File: config.mk
export PLATFORM = sky130hd
export DESIGN_NAME = spc_fwd
export DESIGN_NICKNAME = d
export VERILOG_FILES = /design/src/rtl/spc_pkg.sv /design/src/rtl/spc_req_latch.sv /design/src/rtl/spc_fsm.sv /design/src/rtl/spc_fwd.sv
export SDC_FILE = /design/constraint.sdc
export NUM_CORES = 1
export LEC_CHECK = 0
export CORE_ASPECT_RATIO = 1.25
export CORE_MARGIN = 1
export CORE_UTILIZATION = 35
export CTS_BUF_LIST = sky130_fd_sc_hd__clkbuf_2 sky130_fd_sc_hd__clkbuf_4 sky130_fd_sc_hd__clkbuf_8
export CTS_CLUSTER_DIAMETER = 80
export DETAILED_ROUTE_END_ITERATION = 7
export GPL_TIMING_DRIVEN = 0
export PLACE_DENSITY_LB_ADDON = 0.25
export REMOVE_ABC_BUFFERS = 1
export SYNTH_ARGS = -nofsm -noshare
export SYNTH_HDL_FRONTEND = slang
export SYNTH_SLANG_ARGS = --single-unit
export TNS_END_PERCENT = 10
File: constraint.sdc
create_clock -name clk -period 2.75 [get_ports clk]
set_clock_uncertainty 0.1 [all_clocks]
set_input_delay 0.55 -clock clk [delete_from_list [all_inputs] [get_ports clk]]
set_output_delay 0.55 -clock clk [all_outputs]
set_load 0.01 [all_outputs]
File: src/rtl/spc_pkg.sv
package spc_pkg;
    typedef enum logic [1:0] {
        ST_IDLE  = 2'd0,
        ST_ISSUE = 2'd1,
        ST_WAIT  = 2'd2,
        ST_DONE  = 2'd3
    } spc_state_t;
endpackage

File: src/rtl/spc_req_latch.sv
module spc_req_latch #(
    parameter int CMD_W  = 4,
    parameter int DATA_W = 32
) (
    input  logic              clk,
    input  logic              rst_n,
    input  logic              load,
    input  logic [CMD_W-1:0]  in_cmd,
    input  logic [DATA_W-1:0] in_data,
    output logic [DATA_W-1:0] held_data,
    output logic              match
);
    logic [CMD_W-1:0] held_cmd;

    always_ff @(posedge clk) begin
        if (!rst_n) begin
            held_cmd  <= '0;
            held_data <= '0;
        end else if (load) begin
            held_cmd  <= in_cmd;
            held_data <= in_data;
        end
    end

    // A repeat is recognised by command and message together
    assign match = (in_cmd == held_cmd) && (in_data == held_data);
endmodule

File: src/rtl/spc_fsm.sv
module spc_fsm
    import spc_pkg::*;
(
    input  logic clk,
    input  logic rst_n,
    input  logic req,
    input  logic multi,
    input  logic match,
    input  logic mabort,
    output logic load,
    output logic far_start,
    output logic retry,
    output logic trdy,
    output logic disc
);
    spc_state_t st, st_n;
    logic       retry_n, trdy_n, disc_n;

    // State and response registers
    always_ff @(posedge clk) begin
        if (!rst_n) begin
            st    <= ST_IDLE;
            retry <= 1'b0;
            trdy  <= 1'b0;
            disc  <= 1'b0;
        end else begin
            st    <= st_n;
            retry <= retry_n;
            trdy  <= trdy_n;
            disc  <= disc_n;
        end
    end

    // Next state and responses
    always_comb begin
        st_n    = st;
        load    = 1'b0;
        retry_n = 1'b0;
        trdy_n  = 1'b0;
        disc_n  = 1'b0;
        unique case (st)
            ST_IDLE: begin
                if (req) begin
                    load    = 1'b1;
                    retry_n = 1'b1;
                    st_n    = ST_ISSUE;
                end
            end
            ST_ISSUE: begin
                retry_n = req;
                st_n    = ST_WAIT;
            end
            ST_WAIT: begin
                retry_n = req;
                if (mabort) st_n = ST_DONE;
            end
            ST_DONE: begin
                if (req) begin
                    if (match) begin
                        trdy_n = 1'b1;
                        disc_n = multi;
                        st_n   = ST_IDLE;
                    end else begin
                        retry_n = 1'b1;
                    end
                end
            end
            default: st_n = ST_IDLE;
        endcase
    end

    assign far_start = (st == ST_ISSUE);
endmodule

File: src/rtl/spc_fwd.sv
module spc_fwd #(
    parameter int          ADDR_W  = 32,
    parameter int          CMD_W   = 4,
    parameter int          DATA_W  = 32,
    parameter logic [3:0]  SPC_CMD = 4'h1
) (
    input  logic              clk,
    input  logic              rst_n,
    input  logic              tgt_req,
    input  logic [ADDR_W-1:0] tgt_addr,
    input  logic [CMD_W-1:0]  tgt_cmd,
    input  logic [DATA_W-1:0] tgt_data,
    input  logic              tgt_multi,
    output logic              tgt_retry,
    output logic              tgt_trdy,
    output logic              tgt_disc,
    output logic              far_start,
    output logic [CMD_W-1:0]  far_cmd,
    output logic [DATA_W-1:0] far_data,
    input  logic              far_mabort
);
    logic load, match;
    logic addr_unused;

    // The address of a special cycle carries no meaning
    assign addr_unused = ^tgt_addr;

    spc_req_latch #(.CMD_W(CMD_W), .DATA_W(DATA_W)) u_latch (
        .clk       (clk),
        .rst_n     (rst_n),
        .load      (load),
        .in_cmd    (tgt_cmd),
        .in_data   (tgt_data),
        .held_data (far_data),
        .match     (match)
    );

    spc_fsm u_fsm (
        .clk       (clk),
        .rst_n     (rst_n),
        .req       (tgt_req),
        .multi     (tgt_multi),
        .match     (match),
        .mabort    (far_mabort),
        .load      (load),
        .far_start (far_start),
        .retry     (tgt_retry),
        .trdy      (tgt_trdy),
        .disc      (tgt_disc)
    );

    assign far_cmd = CMD_W'(SPC_CMD);
endmodule

==> flow_metrics.tcl <==
set metrics [dict create \
    antenna_cells 0 \
    dominantRegCellSynth "dfxtp_1" \
    io_pins 113 \
    relSlewSlack 0.1456 \
    powerDensity_nw_per_um2 699.5 \
    die_y_um 86.93 \
    h-tree-depth 2 \
    routedWlPerCell_um 11.71 \
    cts_tree "done" \
    worstSetupStartpoint "rst_n" \
    worstSetupPathType "input pin to flip-flop" \
    pre_cts_ws_ns 0.09208 \
    drv_cap 0 \
    synth-seq-cells 41 \
    worst_pin_slew_ns 1.279 \
    hpwl_um 3052 \
    placeableCoreArea_um2 5480 \
    fin_tns_setup_ns 0 \
    die_area_um2 6080 \
    worst_setup_path_end_kind "flip-flop" \
    row_count 30 \
    fmax_mhz 443.6 \
    start_kind "input pin" \
    synth_edf_count 0 \
    finalCritPeriodShare 0.8197 \
    wl_um 4391 \
    ir_drop_v 0.0003805 \
    reg2reg_from "u_fsm.st[0]" \
    min_period_ns 2.254 \
    grt_pass1_vias 1632 \
    gr-total-overflow 0 \
    final_cell_mix "nand2_1, clkdlybuf4s50_1, dfxtp_1" \
    fillCellCount 532 \
    cts.sinks 41 \
    grt_first_pass_wirelength_um 7217 \
    drv_slew 0 \
    drt_iter0_drc 76 \
    port_buffers 76 \
    syn_area_per_cell_um2 8.414 \
    arrival_ns 2.39 \
    globalplace.congestion 0.7239 \
    via_count 1766 \
    post_cts_buffers 0 \
    ys_warn_count 0 \
    antenna_left 0 \
    areaGrowthSynthToFinish_pct 43.49 \
    final_core_util 0.5288 \
    p_leak_nw 1.004 \
    r2r_end "u_latch.held_data[29]" \
    setup_viol 0 \
    status "complete, no violations" \
    cts_hold_buffers 0 \
    synthDistinctLibCells 21 \
    finalPower_mw 2.027 \
    cts_buffers 5 \
    crit_fanout 41 \
    path_cells "clkdlybuf4s50_1 > nand2_1 > nor3_2 > and2_1" \
    synth.area.top_cells "dfxtp_1, xnor2_1, nand2_1" \
    max_stage_delay_ns 1.30 \
    clk_pin_slew_worst_paths_ns 0.08 \
    drc 0 \
    cts_resized 0 \
    clk_root_buffer_cell "clkbuf_8" \
    via_per_inst 4.709 \
    drive_above_1_share 0.04502 \
    start_util 0.3685 \
    synthArstFlopShare 0 \
    fp.dieW_um 69.94 \
    hold_path.class "flip-flop to flip-flop" \
    regToRegSetupSlack_ns 0.61 \
    cp-endpoint "u_fsm.disc" \
    fin_area_um2 2898 \
    finalHoldViolCount 0 \
    min_path_cells 2 \
    synthCells 240 \
    fin_nets 388 \
    ff2ff_path_depth 5 \
    multi_input_area_um2 1120 \
    synth.largest_area_cell "dfxtp_1" \
    grt_max_degree 42 \
    regArea_um2 820.8 \
    clk-insertion-delay-late_ns 0.28 \
    slowest_stage "clkdlybuf4s50_1" \
    critPathRequiredTime_ns 2.88 \
    worst_slack_ns 0.4959 \
    placed_area_um2 2795 \
    synth_top_area_frac 0.4064 \
    clockBufferDepth 2 \
    grt_usage 0.1487 \
    dr.pass1.iters 4 \
    synth_seq_area_share 0.4064 \
    syn-cell-area_um2 2019 \
    rsz0062_at_grt "no" \
    final_common_cell "nand2_1" \
    antenna_found_initial 0 \
]
## cells in the mapped netlist, types with 2 or more instances
cell      count
ha_1          5
conb_1        2
mux2i_1       2
and2_1        2
nand4_1       9
inv_1         4
nor3_2        2
a21boi_0     28
clkbuf_1     10
nand2_1      77
a21boi_1      8
nor2_1        4
dfxtp_1      41
xnor2_1      36
buf_4         4
## power breakdown
group          total (mW)  internal, mW  switching (mW)
combinational       0.792         0.402           0.390
clock               0.428         0.227           0.201
sequential          0.806         0.709          0.0978
total                2.03          1.34           0.689
## how the worst min path moves through the flow
stage,slack (ns),startpoint,end
after global placement,0.35,u_latch.held_cmd[3],u_latch.held_cmd[3]
after detailed placement,0.36,u_latch.held_cmd[3],u_latch.held_cmd[3]
final,0.37,u_latch.held_cmd[3],u_latch.held_cmd[3]
after global routing,0.40,u_latch.held_data[9],u_latch.held_data[9]
after CTS,0.37,u_latch.held_cmd[3],u_latch.held_cmd[3]
after floorplan,0.35,u_latch.held_cmd[3],u_latch.held_cmd[3]
## sequential cells by signal, summed over array words and instances (netlist names)
name / cells
u_fsm.disc: 1
u_fsm.retry: 1
u_fsm.st: 2
u_fsm.trdy: 1
u_latch.held_cmd: 4
u_latch.held_data: 32
## metrics by stage
stage | cells | hold WS (ns)
2_1_floorplan | 227 | 0.3475
3_3_place_gp | 367 | 0.3540
3_5_place_dp | 367 | 0.3636
4_1_cts | 375 | 0.3748
5_1_grt | 375 | 0.4004
6_report | 375 | 0.3702
## cell families (layout without fill, tap and decap cells)
logic type / Yosys count / after routing / synth area share
buffers and inverters: 19 / 88 / 0.04337
AOI/OAI and AO/OA: 39 / 39 / 0.1437
adders and majority gates: 5 / 5 / 0.03098
DFF: 41 / 41 / 0.4064
and+or+nand+nor: 96 / 96 / 0.2057
other: 2 / 4 / 0.003719
muxes: 2 / 2 / 0.009914
xor gates and xnor gates: 36 / 36 / 0.1561
## worst max-delay path: cells and delay by family
family / cells / cell delay, ns
buffers and inverters: 1 / 1.30
and+or+nand+nor: 3 / 0.54
## area by class of cell
cell class | instances | share of cell area
Clock buffer | 7 | 0.03325
Multi-Input combinational cell | 182 | 0.3864
Tap cell | 64 | 0.02763
Timing Repair Buffer | 76 | 0.2625
Clock inverter | 1 | 0.001727
Sequential cell | 41 | 0.2832
Inverter | 4 | 0.005181
## per-layer routing
metal	global-route usage	wire [µm]	share of wire	up-vias
li1	-	-	-	901
met1	0.1585	1796	0.41	802
met2	0.2701	2172	0.49	58
met3	0.05556	370	0.084	5
met4	0.04909	51	0.012	0
met5	0	0	0	-
(Power assumes the default switching activity.)
